`src/rtl/bcdfp_pkg.sv`:
```
package bcdfp_pkg;
  localparam int EXP_W   = 7;
  localparam int EXP_MOD = 80;

  // two-digit exponent code (3-bit tens, 4-bit units) to binary 0..79
  function automatic logic [6:0] code_to_bin(input logic [6:0] c);
    return ({4'b0, c[6:4]} * 7'd10) + {3'b0, c[3:0]};
  endfunction

  // binary 0..79 back to two-digit code
  function automatic logic [6:0] bin_to_code(input logic [6:0] v);
    logic [6:0] tens;
    logic [6:0] units;
    tens  = v / 7'd10;
    units = v - tens * 7'd10;
    return {tens[2:0], units[3:0]};
  endfunction
endpackage

```
`src/rtl/bcd_addsub.sv`:
```
module bcd_addsub #(
  parameter int DIGITS   = 12,
  parameter bit SUBTRACT = 1'b0
) (
  input  logic [4*DIGITS-1:0] a,
  input  logic [4*DIGITS-1:0] b,
  output logic [4*DIGITS-1:0] y,
  output logic                cout
);
  logic [4*DIGITS-1:0] b_eff;

  // nine's complement of the second operand in the subtract variant
  for (genvar g = 0; g < DIGITS; g++) begin : g_operand
    if (SUBTRACT) begin : g_nines
      assign b_eff[4*g +: 4] = 4'd9 - b[4*g +: 4];
    end else begin : g_plain
      assign b_eff[4*g +: 4] = b[4*g +: 4];
    end
  end

  always_comb begin
    logic       carry;
    logic [4:0] s;
    carry = SUBTRACT;
    y     = '0;
    for (int i = 0; i < DIGITS; i++) begin
      s = {1'b0, a[4*i +: 4]} + {1'b0, b_eff[4*i +: 4]} + {4'b0, carry};
      if (s > 5'd9) begin
        y[4*i +: 4] = 4'(s + 5'd6);
        carry       = 1'b1;
      end else begin
        y[4*i +: 4] = s[3:0];
        carry       = 1'b0;
      end
    end
    cout = carry;
  end
endmodule

```
`src/rtl/bcdfp_exp_unit.sv`:
```
module bcdfp_exp_unit
  import bcdfp_pkg::*;
(
  input  logic [EXP_W-1:0] code_a,
  input  logic [EXP_W-1:0] code_b,
  input  logic             dec,
  output logic [EXP_W-1:0] code_q
);
  logic [7:0] diff;
  logic [6:0] wrapped;
  logic [6:0] adjusted;

  always_comb begin
    diff = {1'b0, code_to_bin(code_a)} + 8'(EXP_MOD) - {1'b0, code_to_bin(code_b)};
    if (diff >= 8'(EXP_MOD)) wrapped = 7'(diff - 8'(EXP_MOD));
    else                     wrapped = diff[6:0];
    if (!dec)                adjusted = wrapped;
    else if (wrapped == 7'd0) adjusted = 7'(EXP_MOD - 1);
    else                     adjusted = wrapped - 7'd1;
    code_q = bin_to_code(adjusted);
  end
endmodule

```
`src/rtl/bcdfp_div_core.sv`:
```
module bcdfp_div_core
  import bcdfp_pkg::*;
#(
  parameter int MANT_DIGITS = 6
) (
  input  logic                          clk,
  input  logic                          rst,
  input  logic                          start,
  input  logic [EXP_W+4*MANT_DIGITS:0]  op_a,
  input  logic [EXP_W+4*MANT_DIGITS:0]  op_b,
  output logic [EXP_W+4*MANT_DIGITS:0]  q_out,
  output logic                          done_out,
  output logic                          dz_out
);
  localparam int MW  = 4 * MANT_DIGITS;
  localparam int WD  = 2 * MANT_DIGITS;
  localparam int WW  = 4 * WD;
  localparam int QD  = MANT_DIGITS + 1;
  localparam int OPW = 1 + EXP_W + MW;
  localparam int DCW = $clog2(QD + 1);

  typedef enum logic [1:0] {S_IDLE, S_SUB, S_RESTORE, S_FINISH} state_t;

  state_t           state_q;
  logic [WW-1:0]    rem_q, dvs_q;
  logic [MW-1:0]    quo_q;
  logic [3:0]       cnt_q;
  logic [DCW-1:0]   ndig_q;
  logic             lead0_q, sign_q;
  logic [EXP_W-1:0] exp_a_q, exp_b_q, exp_res;

  logic [WW-1:0]    diff, sum;
  logic             sub_carry, add_carry;
  logic             lead_now, last_digit;
  logic [MW-1:0]    mant_a, mant_b;

  assign mant_a = op_a[MW-1:0];
  assign mant_b = op_b[MW-1:0];

  bcd_addsub #(.DIGITS(WD), .SUBTRACT(1'b1)) u_sub (
    .a(rem_q), .b(dvs_q), .y(diff), .cout(sub_carry)
  );

  bcd_addsub #(.DIGITS(WD), .SUBTRACT(1'b0)) u_add (
    .a(rem_q), .b(dvs_q), .y(sum), .cout(add_carry)
  );

  bcdfp_exp_unit u_exp (
    .code_a(exp_a_q), .code_b(exp_b_q), .dec(lead0_q), .code_q(exp_res)
  );

  always_comb begin
    lead_now   = (ndig_q == '0) ? (cnt_q == 4'd0) : lead0_q;
    last_digit = ({1'b0, ndig_q} + 1'b1) == (DCW+1)'(lead_now ? QD : MANT_DIGITS);
  end

  always_ff @(posedge clk) begin
    if (rst) begin
      state_q  <= S_IDLE;
      rem_q    <= '0;
      dvs_q    <= '0;
      quo_q    <= '0;
      cnt_q    <= '0;
      ndig_q   <= '0;
      lead0_q  <= 1'b0;
      sign_q   <= 1'b0;
      exp_a_q  <= '0;
      exp_b_q  <= '0;
      q_out    <= '0;
      done_out <= 1'b0;
      dz_out   <= 1'b0;
    end else begin
      done_out <= 1'b0;
      case (state_q)
        S_IDLE: begin
          if (start) begin
            if (mant_b == '0) begin
              q_out    <= '0;
              done_out <= 1'b1;
              dz_out   <= 1'b1;
            end else begin
              sign_q  <= op_a[OPW-1] ^ op_b[OPW-1];
              exp_a_q <= op_a[OPW-2 -: EXP_W];
              exp_b_q <= op_b[OPW-2 -: EXP_W];
              rem_q   <= {mant_a, {MW{1'b0}}};
              dvs_q   <= {mant_b, {MW{1'b0}}};
              quo_q   <= '0;
              cnt_q   <= '0;
              ndig_q  <= '0;
              lead0_q <= 1'b0;
              state_q <= S_SUB;
            end
          end
        end
        S_SUB: begin
          rem_q <= diff;
          if (sub_carry) cnt_q <= cnt_q + 4'd1;
          else           state_q <= S_RESTORE;
        end
        S_RESTORE: begin
          rem_q   <= sum;
          quo_q   <= {quo_q[MW-5:0], cnt_q};
          dvs_q   <= {4'b0, dvs_q[WW-1:4]};
          cnt_q   <= '0;
          ndig_q  <= ndig_q + 1'b1;
          lead0_q <= lead_now;
          state_q <= last_digit ? S_FINISH : S_SUB;
        end
        default: begin
          q_out    <= {sign_q, exp_res, quo_q};
          done_out <= 1'b1;
          dz_out   <= 1'b0;
          state_q  <= S_IDLE;
        end
      endcase
    end
  end

  // with normalized operands a tenth subtraction must always borrow
  p_cnt_cap_r2: assert property (@(posedge clk) disable iff (rst)
    (state_q == S_SUB && cnt_q == 4'd9) |-> !sub_carry);

  // the add-back takes a negative (tens-complement) remainder to a non-negative one
  p_restore_wrap_r2: assert property (@(posedge clk) disable iff (rst)
    (state_q == S_RESTORE) |-> add_carry);

  // captured operand attributes do not move while a division runs
  p_busy_ignore_r8: assert property (@(posedge clk) disable iff (rst)
    (state_q != S_IDLE) |=> ($stable(sign_q) && $stable(exp_a_q) && $stable(exp_b_q)));

  // the digit loop always ends on a non-zero leading digit
  p_lead_digit_r5: assert property (@(posedge clk) disable iff (rst)
    (state_q == S_FINISH) |-> (quo_q[MW-1 -: 4] != 4'd0));
endmodule

```
`src/rtl/bcdfp_div.sv`:
```
module bcdfp_div
  import bcdfp_pkg::*;
#(
  parameter int MANT_DIGITS = 6
) (
  input  logic                         clk,
  input  logic                         rst,
  input  logic                         start,
  input  logic [EXP_W+4*MANT_DIGITS:0] dividend,
  input  logic [EXP_W+4*MANT_DIGITS:0] divisor,
  output logic [EXP_W+4*MANT_DIGITS:0] quotient,
  output logic                         done,
  output logic                         div_zero
);
  localparam int MW = 4 * MANT_DIGITS;

  bcdfp_div_core #(.MANT_DIGITS(MANT_DIGITS)) u_core (
    .clk(clk), .rst(rst), .start(start),
    .op_a(dividend), .op_b(divisor),
    .q_out(quotient), .done_out(done), .dz_out(div_zero)
  );

  // one-cycle result strobe
  p_done_pulse_r7: assert property (@(posedge clk) disable iff (rst)
    done |=> !done);

  // published results are normalized decimal digits
  p_norm_r5: assert property (@(posedge clk) disable iff (rst)
    (done && !div_zero) |-> (quotient[MW-1 -: 4] != 4'd0 && quotient[MW-1 -: 4] <= 4'd9));

  // divide-by-zero result is cleared
  p_dz_clear_r6: assert property (@(posedge clk) disable iff (rst)
    (done && div_zero) |-> (quotient == '0));

  // outputs hold between strobes
  p_hold_r9: assert property (@(posedge clk) disable iff (rst)
    !done |-> ($stable(quotient) && $stable(div_zero)));
endmodule

```
`config.mk`:
```
export PLATFORM = sky130hd
export DESIGN_NAME = bcdfp_div
export DESIGN_NICKNAME = d
export VERILOG_FILES = /design/src/rtl/bcdfp_pkg.sv /design/src/rtl/bcd_addsub.sv /design/src/rtl/bcdfp_exp_unit.sv /design/src/rtl/bcdfp_div_core.sv /design/src/rtl/bcdfp_div.sv
export SDC_FILE = /design/constraint.sdc
export NUM_CORES = 1
export LEC_CHECK = 0
export BUFFER_PORTS_ARGS = -buffer_cell sky130_fd_sc_hd__clkbuf_2
export CORE_MARGIN = 2
export CORE_UTILIZATION = 44
export CTS_CLUSTER_DIAMETER = 100
export CTS_CLUSTER_SIZE = 16
export DETAILED_ROUTE_END_ITERATION = 8
export GPL_TIMING_DRIVEN = 1
export REMOVE_ABC_BUFFERS = 1
export SYNTH_ARGS = -nofsm -noshare
export SYNTH_HDL_FRONTEND = slang
export SYNTH_SLANG_ARGS = --single-unit
```
`constraint.sdc`:
```
create_clock -name clk -period 32.9 [get_ports clk]
set_input_delay 4.935 -clock clk [delete_from_list [all_inputs] [get_ports clk]]
set_output_delay 4.935 -clock clk [all_outputs]
set_load 0.01 [all_outputs]
```
### Word-level counts from Yosys, hierarchy flattened

Cells that the tools add are included.

| operators by class | value |
|---|---|
| $add $sub $neg | 93 |
| multipliers | 3 |
| divide/modulo/power cells | 1 |
| $lt $le $gt $ge | 25 |
| equality and inequality tests | 8 |
| muxes and demuxes | 85 |
| bitwise logic cells | 3 |
| reduce and logical (&&, ||, !) cells | 14 |

Operators by type and width:

| operator | count |
|---|---|
| $mux W48 | 4 |
| $pmux W48 S3 | 1 |
| $add A4 B4 Y5 | 24 |
| $gt A5 B4 Y1 const B | 24 |
| $add A5 B1 Y5 | 22 |
| $mux W4 | 27 |
| $add A4 B3 Y4 const B | 24 |
| $pmux W48 S2 | 1 |
| $mux W32 | 2 |
| $pmux W32 S2 | 1 |
| $mux W24 | 2 |
| $pmux W24 S2 | 1 |
| $sub A4 B4 Y4 const A | 12 |
| $mux W1 | 31 |
| $logic_not A24 Y1 | 1 |
| $mux W7 | 3 |
| $reduce_and A3 Y1 | 5 |
| $add A7 B4 Y7 | 2 |
| $mul A3 B3 Y6 const B | 2 |
| $pmux W4 S3 | 1 |
| $add A7 B7 Y8 const B | 1 |
| $ge A8 B7 Y1 const B | 1 |
| $mux W2 | 4 |
| $sub A8 B7 Y8 | 1 |
| other kinds (28) | 35 |

| storage, ports and cells | value |
|---|---|
| register bits | 179 |
| bits of input ports | 67 |
| output and inout port bits | 34 |
| word-level logic and storage cells | 245 |

### Depth between registers and ports, before layout

Gate-level depths: netlist of run 1.

| depth | value |
|---|---|
| depth after elaboration | 40 |
| gate-level depth with buffers | 100 |
| mapped depth without buffers | 100 |

### By module

From an unflattened synthesis of run 1, not the netlist that was laid out.

| second synthesis, totals | value |
|---|---|
| cell total of the unflattened synthesis | 1721 |
| area, all modules | 15075.7 um^2 |

Modules (own cells, without submodules):

| module | instances | cells each | area an instance (um^2) | seq. area each (um^2) |
|---|---|---|---|---|
| bcdfp_div_core | 1 | 777 | 7169.4 | 3583.4 |
| bcd_addsub at u_core.u_sub | 1 | 350 | 3159.3 | 0.0 |
| bcd_addsub at u_core.u_add | 1 | 347 | 2884.0 | 0.0 |
| bcdfp_exp_unit | 1 | 247 | 1863.0 | 0.0 |

### Worst setup path before layout of run 1

No wires, ideal clock.

| timing | value |
|---|---|
| kind | reg-to-reg |
| start | register u_core.dvs_q[0] |
| end | register u_core.rem_q[47] |
| library setup time | 0.065 ns |
| arrival | 22.893 ns |
| data required time | 32.835 ns |
| path slack | 9.942 ns |
| cell stages (with the launch flop) | 91 |
| path buffers | 0 |
| cell sequence | dfxtp_1 -> ha_1 -> inv_1 -> fa_1 -> xor2_1 -> ha_1 -> a21boi_0 -> a31oi_1 -> a221oi_1 -> fa_1 -> inv_1 -> fa_1 -> xnor2_1 -> ha_1 -> a22oi_1 -> a221oi_1 -> fa_1 -> inv_1 -> (+55 left out) -> fa_1 -> xnor2_1 -> ha_1 -> a32oi_1 -> a221oi_1 -> fa_1 -> inv_1 -> fa_1 -> xnor2_1 -> ha_1 -> a22oi_1 -> a221o_1 -> nand2b_1 -> xnor2_1 -> a22oi_1 -> a211oi_1 -> a21oi_1 -> nor2_1 |

| between the ends | value |
|---|---|
| cells in the longest elaborated chain, start to end | 39 |
| elaborated cells on any way between the ends | 77 |
| classes of those cells | add/sub: 28; order compare: 24; mux: 25 |

Ends and longest elaborated chain:

| item | line | RTL |
|---|---|---|
| start, declared | bcdfp_div_core.sv:25 | `logic [WW-1:0] rem_q, dvs_q;` |
| start signal, assigned | bcdfp_div_core.sv:86 | `dvs_q <= {mant_b, {MW{1'b0}}};` |
| start signal, assigned | bcdfp_div_core.sv:103 | `dvs_q <= {4'b0, dvs_q[WW-1:4]};` |
| $sub A4 B4 Y4 | bcd_addsub.sv:15 | `assign b_eff[4*g +: 4] = 4'd9 - b[4*g +: 4];` |
| $add A4 B4 Y5 | bcd_addsub.sv:27 | `s = {1'b0, a[4*i +: 4]} + {1'b0, b_eff[4*i +: 4]} + {4'b0, carry};` |
| $add A5 B1 Y5 | bcd_addsub.sv:27 |  |
| $gt A5 B4 Y1 | bcd_addsub.sv:28 | `if (s > 5'd9) begin` |
| $mux W1 | bcd_addsub.sv:28 |  |
| $add A5 B1 Y5 | bcd_addsub.sv:27 |  |
| $gt A5 B4 Y1 | bcd_addsub.sv:28 |  |
| $mux W1 | bcd_addsub.sv:28 |  |
| (+23 left out) | -- |  |
| $mux W1 | bcd_addsub.sv:28 |  |
| $add A5 B1 Y5 | bcd_addsub.sv:27 |  |
| $gt A5 B4 Y1 | bcd_addsub.sv:28 |  |
| $mux W1 | bcd_addsub.sv:28 |  |
| $add A5 B1 Y5 | bcd_addsub.sv:27 |  |
| $add A4 B3 Y4 / $gt A5 B4 Y1 (equally long branches) | bcd_addsub.sv:29, bcd_addsub.sv:28 |  |
| $mux W4 | bcd_addsub.sv:28 |  |
| $pmux W48 S3 (*) | bcdfp_div_core.sv:74 | `case (state_q)` |
| end signal, assigned | bcdfp_div_core.sv:85 | `rem_q <= {mant_a, {MW{1'b0}}};` |
| end signal, assigned | bcdfp_div_core.sv:96 | `rem_q <= diff;` |
| end signal, assigned | bcdfp_div_core.sv:101 | `rem_q <= sum;` |
| end, declared | bcdfp_div_core.sv:25 |  |

Every way passes the cells marked *; elsewhere a longest branch is shown, timed or not.
A chain may end at the register's enable or synchronous reset.

### Worst setup path in the final report of run 1

Same ends and word-level chain as after synthesis.

==> results of run 1 <==
[cell usage after synthesis, types with 45 or more instances]
library cell	number	area, µm²
nor2_1	216	810.8
dfxtp_1	179	3583
ha_1	150	1877
a22oi_1	128	960.9
inv_1	114	427.9
a21oi_1	94	470.5
nand2_1	88	330.3
xnor2_1	79	691.9
clkbuf_1	66	247.7
a21o_1	52	390.4
fa_1	50	1001
mux2i_1	45	450.4
[metrics by stage]
| step | instances | cell area [µm²] | worst slack (ns) | utilization, % | hold slack, ns |
|---|---|---|---|---|---|
| CTS | 2031 | 14960 | 6.784 | 49.17 | 0.4582 |
| global route | 2031 | 14960 | 4.515 | 49.17 | 0.4767 |
| global placement | 1999 | 14340 | 8.577 | 47.12 | 0.4450 |
| detailed placement | 1999 | 14340 | 6.870 | 47.12 | 0.4498 |
| finish | 2031 | 14960 | 6.712 | 49.17 | 0.4580 |
| floorplan | 1490 | 13210 | 9.834 | - | 0.4303 |
[final cells by class]
class,instances,area (µm²)
Tap cell,396,495.5
Clock inverter,15,198.9
Sequential cell,179,3583
Multi-Input combinational cell,1196,9223
Timing Repair Buffer,113,604.3
Clock buffer,17,425.4
Fill cell,3000,15470
Inverter,115,431.7
[logic make-up (layout without fill, tap and decap cells)]
logic type | count (synthesis) | in the layout
DFF | 179 | 179
AOI/OAI and AO/OA | 432 | 432
xor gates and xnor gates | 122 | 122
buffers and inverters | 193 | 260
adders and majority gates | 200 | 200
and+or+nand+nor | 388 | 388
muxes | 54 | 54
[final timing paths]
path                                   startpoint                 to
worst max-delay path              u_core.dvs_q[0]   u_core.rem_q[47]
worst min-delay path            u_core.exp_a_q[0]  u_core.exp_a_q[0]
worst max register to register    u_core.dvs_q[0]   u_core.rem_q[47]
worst min register to register  u_core.exp_a_q[0]  u_core.exp_a_q[0]
[layout by cell type, fill, tap and decap left out, drive strengths merged, types with 8 or more instances in the layout]
cell type	count
o211ai	15
nand2	88
a21oi	94
a22oi	129
clkbuf	116
nand2b	16
nand3	14
a21o	52
ha	150
buf	14
nor2	216
xnor2	79
nor4	8
a221oi	16
inv	122
clkinv	8
and2	14
fa	50
a211oi	42
o21ai	40
nand4	10
mux2i	45
mux2	9
dfxtp	179
xor2	43
[worst max-delay path: cells and delay by family (launching register included)]
family	cells	cell delay (ns)
fa+ha+maj	36	11.12
flops	1	0.37
xor+xnor	13	4.11
buf+inv	11	0.76
simple gates	2	0.21
compound gates	29	9.49
[flip-flops by register name (all words and copies together) (netlist names), 2 cells and up]
name,flops
u_core.exp_b_q,7
u_core.exp_a_q,7
u_core.ndig_q,3
u_core.q_out,32
u_core.dvs_q,48
u_core.quo_q,24
u_core.state_q,2
u_core.cnt_q,4
u_core.rem_q,48
[per-layer routing]
layer | vias to the layer above | GRT usage, %
met5 | - | 0
met4 | 0 | 5.208
met3 | 31 | 3.308
met2 | 207 | 34.84
met1 | 5290 | 28.68
li1 | 5647 | -
==> key figures, run 1 <==
Clocking
  • Post-CTS sizing: 0
  • H-tree Lvls: 4
  • Cts hold-fix bufs: 0
  • Post-CTS setup repair buffer count: 0
  • Sink Count: between 150 and 200
  • Clk pin slew, worst setup/hold paths: 0.08 ns
  • Clock tree from TritonCTS: yes
  • Worst-skew pair later-pin latency: between 0.4 and 0.5 ns
  • Root Driver: clkbuf_16
  • TritonCTS Buffers: 17
  • CTS max path bufs: 2

Floorplanning
  • Row cnt: between 60 and 70
  • Initial Utilization: between 40% and 50%
  • Die height: about 180 µm
  • DIE AREA: 32,120 µm²
  • Ports: roughly 100
  • DIE WIDTH: about 180 µm
  • Core area: slightly above 30,000 µm²

Synth
  • Post-Synth Adder-Cell Area: between 20% and 30%
  • Yosys warnings: 0
  • Mapped Cells: 1,568
  • Dominant synthesized flop cell: dfxtp_1
  • Mux share of post-synthesis cell area: under 10%
  • Async S/R FF share, synth: 0%
  • Mapped Area: 13,510 µm²
  • Register area share after synthesis: around a quarter
  • Compound-cell area share of the yosys netlist: between 20% and 30%
  • Syn Area/Cell: around 8.6 µm²
  • Post-synth EDFFs: 0
  • Largest family of logic cells by synthesized area: compound AO/OA/AOI/OAI gates
  • Simple-Gate Fraction of Synth Area: about an eighth
  • Distinct cell type count after synthesis: 64
  • Xor-xnor portion of the synthesized cell area: slightly below 8%
  • Flops & latches, synth: between 150 and 200

Layout
  • Nets: 1,889
  • Diode count: 0
  • Share of cells above drive strength 1: roughly 11%
  • Area growth syn-to-layout: 10.74%

GRT
  • Initial antenna violation count: 0
  • Gr ovfl total: 0
  • Largest net degree at the start of global routing: about 120
  • Tot GR Track Use: a little over a fifth
  • Global-route wire length before repair: between 50,000 and 60,000 µm
  • Vias in the first global route: 10,890

Drt
  • DRT Pass-1 Iters: 5
  • Metal2 WL: between 10,000 and 15,000 µm
  • Met1 WL: 15,850 µm
  • Final wirelength: ~32,000 µm
  • Routed Antenna Nets: 0
  • Drt drc: 0
  • Via Count: around 11,000
  • DR top layer: met4
  • 1st-iter DRT viols: 621
  • DR WL met3: about 1300 µm
  • Via/cell ratio: about 5.5
  • Drt wl/cell: 15.99 µm

Setup path
  • Crit-path slowest cell: a221oi_1
  • Top cell by count, worst path: fa_1
  • CP endpoint kind: flip-flop
  • R2r worst-path depth: 91
  • Crit Path Category: reg2reg
  • Worst path required time: about 33 ns
  • WP data arrival: about 27 ns
  • Reg2reg setup slack: between 6 and 7 ns
  • Startpoint Class: flip-flop
  • Crit path max fanout: 4
  • CP max stage delay: roughly 0.70 ns

Timing
  • RSZ-0062 raised after global routing: no
  • Fmax: 38.19 MHz
  • Min Tclk post-route: approximately 26 ns
  • Final Hold Viols: 0
  • TNS Setup: 0 ns
  • Final cycle utilization of the critical path: about 80%
  • Clk_skew: about 0.012 ns
  • Max Slew Vio Count: 0
  • Max transition margin: 35.68%
  • Slew @ Worst Pin: ~0.96 ns
  • Final setup viols: 0

Placed design
  • GP Congestion: between 0.8 and 0.9
  • Buffers on Ports: 100
  • HPWL after DPL: roughly 23,000 µm

Min path
  • Min-delay worst type: reg2reg
  • Hold path depth: 2

Status
  • Outcome: completed

Job
  • Max Cap Viol: 0
Power of run 1 is not shown: default switching activity piles up to over one toggle a cycle in this logic, so the estimate is an artifact.
==> inputs of run 2 (changes only) <==
Settings changed: ABC_AREA set to 1.
Clock period 32.9 ns to 25.6 ns, I/O delays scaled along.
==> run 2 against run 1 <==
Count of clock-buffer cells in the layout did not move. Worst setup slack worse by 2.5 ns. Register-to-register slack worse by 2.5 ns. Sequential share of layout area fell by 0.57 points. Core utilization increased by 0.66 points. Final cell count is 20% higher. Die area rose by 2.3%. Clock skew up 0.0036 ns. Synthesized cell count up 25%. Non-clock buffer count unchanged. Critical path type unchanged. Largest cell class unchanged.
==> key figures, run 2 <==
Placed design
  • Dpl cells: approximately 2,400
  • GP Congestion: 0.8815
  • HPWL after DPL: between 20,000 and 25,000 µm
  • Buffers on Ports: 100

Clocking
  • Cts hold-fix bufs: 0
  • Root Driver: clkbuf_16
  • Post-CTS setup repair buffer count: 0
  • Post-CTS sizing: 0
  • H-tree Lvls: 4
  • Sink Count: 179
  • CTS max path bufs: 2
  • Clk pin slew, worst setup/hold paths: roughly 0.08 ns
  • Worst-skew pair later-pin latency: 0.45 ns
  • Clock tree from TritonCTS: yes
  • TritonCTS Buffers: 17

Setup path
  • Worst setup path endpoint: u_core.rem_q[46]
  • Crit-path slowest cell: fa_1
  • WP data arrival: roughly 22 ns
  • R2r worst-path depth: between 100 and 150
  • Worst path required time: 25.91 ns
  • Reg2reg setup slack: approximately 4.2 ns
  • Crit Path Category: reg2reg
  • CP top delay family: adder cells
  • Crit path max fanout: 6
  • Crit. path cell count: 135
  • CP endpoint kind: flip-flop
  • Top cell by count, worst path: inv_1
  • CP max stage delay: between 0.4 and 0.5 ns
  • Worst Setup SP: u_core.rem_q[0]
  • RR Startpoint: u_core.rem_q[0]
  • Startpoint Class: flip-flop
  • CP bufs+invs: 39
  • Capturing point of the worst reg2reg path: u_core.rem_q[46]

Layout
  • Share of cells above drive strength 1: under 10%
  • Nets: 2,294
  • Fin cells: between 2,000 and 2,500
  • Fillers: ~3,200
  • Area growth syn-to-layout: 10.84%
  • Post-layout util: between 40% and 50%
  • Diode count: 0
  • Most common cell after layout, fill and taps aside: nand2_1
  • Biggest regs: u_core.dvs_q (48), u_core.rem_q (48), u_core.q_out (32)
  • Commonest cells after routing, fill and taps aside: nand2_1 (433), inv_1 (268), a21oi_1 (222)

Floorplanning
  • DIE WIDTH: 181.3 µm
  • Row cnt: between 60 and 70
  • Initial Utilization: between 40% and 50%
  • Ports: ~100
  • DIE AREA: ~33,000 µm²
  • Core area: just over 30,000 µm²
  • Die height: 181.3 µm

Timing
  • Final cycle utilization of the critical path: between 80% and 90%
  • TNS Setup: 0 ns
  • Clk_skew: 0.01530 ns
  • Slew @ Worst Pin: about 1.1 ns
  • Final Hold Viols: 0
  • Worst hold slack: between 0.4 and 0.5 ns
  • Min Tclk post-route: between 20 and 25 ns
  • Max transition margin: approximately 26%
  • RSZ-0062 raised after global routing: no
  • Final setup viols: 0
  • Max Slew Vio Count: 0
  • Fmax: 46.76 MHz

Drt
  • DRT Pass-1 Iters: 7
  • Drt wl/cell: between 10 and 15 µm
  • Via/cell ratio: a little over 5
  • 1st-iter DRT viols: ~680
  • Drt drc: 0
  • Final wirelength: 34,740 µm
  • Routed Antenna Nets: 0
  • Via Count: about 13,000

Synth
  • Register area share after synthesis: 25.92%
  • Mapped Area: roughly 14,000 µm²
  • Async S/R FF share, synth: 0%
  • Top cells by count, synth: nand2_1 (433), inv_1 (269), a21oi_1 (222)
  • Count leader, synth: nand2_1
  • Top cell type by total area after synthesis: dfxtp_1
  • Mapped Cells: 1,966
  • Dominant synthesized flop cell: dfxtp_1
  • Syn Area/Cell: roughly 7.0 µm²
  • Ranking of synthesized cells by area: dfxtp_1 (26%), ha_1 (14%), nand2_1 (12%)
  • Synth top area share: between 20% and 30%
  • Flops & latches, synth: between 150 and 200
  • Yosys warnings: 0
  • Distinct cell type count after synthesis: between 40 and 50
  • Post-synth EDFFs: 0

GRT
  • Initial antenna violation count: 0
  • Vias in the first global route: between 10,000 and 15,000
  • Tot GR Track Use: between 20% and 30%
  • Largest net degree at the start of global routing: 70
  • Gr ovfl total: 0
  • Global-route wire length before repair: slightly below 60,000 µm

Min path
  • Min-delay worst type: reg2reg

Job
  • Max Cap Viol: 0

Status
  • Outcome: completed
## run 2: cells by family (layout without fill, tap and decap cells)
family,after synthesis,after routing,synth area share (%)
simple gates,726,726,22.15
compound gates,448,448,17.51
buf+inv,347,421,9.422
fa+ha+maj,200,200,20.82
flops,179,179,25.92
xor+xnor,66,66,4.181
## run 2: layout make-up
cell class / count / area [µm²] / area share, %
multi-input cells: 1440 / 8965 / 58.50
flip-flops and latches: 179 / 3583 / 23.39
inverters: 276 / 1036 / 6.761
repair buffers: 113 / 600.6 / 3.919
well taps: 396 / 495.5 / 3.233
clock buffers: 17 / 425.4 / 2.776
clock inverters: 15 / 217.7 / 1.421
## run 2: layer usage
metal  track usage, %  share of wire, %
met3            3.810               4.1
met1            29.20                49
met2            35.65                45
met5                0                 0
met4            5.073               1.5
## run 2: worst register-to-register path: cells and delay by family, from the launching register on
kind / cells / cell delay (ns)
AOI/OAI and AO/OA: 16 / 1.73
xor gates and xnor gates: 1 / 0.28
adders and majority gates: 36 / 10.51
buffers and inverters: 39 / 2.81
DFF: 1 / 0.37
and+or+nand+nor: 43 / 5.54
## run 2: metrics by stage
| stage | worst slack, ns | cell area, µm² |
|---|---|---|
| final | 4.213 | 15320 |
| after global routing | 2.262 | 15320 |
| after CTS | 4.430 | 15320 |
| after detailed placement | 4.509 | 14680 |
| after global placement | 5.487 | 14680 |
| after floorplan | 6.525 | 13560 |
## run 2: worst min path at each step
stage / startpoint / endpoint / cells after the start
final: u_core.q_out[22] / u_core.q_out[22] / 2
after global routing: u_core.q_out[24] / u_core.q_out[24] / 2
after CTS: u_core.exp_a_q[0] / u_core.exp_a_q[0] / 2
after detailed placement: u_core.q_out[19] / u_core.q_out[19] / 2
after global placement: u_core.exp_a_q[0] / u_core.exp_a_q[0] / 2
after floorplan: u_core.cnt_q[3] / u_core.quo_q[3] / 2
Power of run 2 is left out for the same reason.
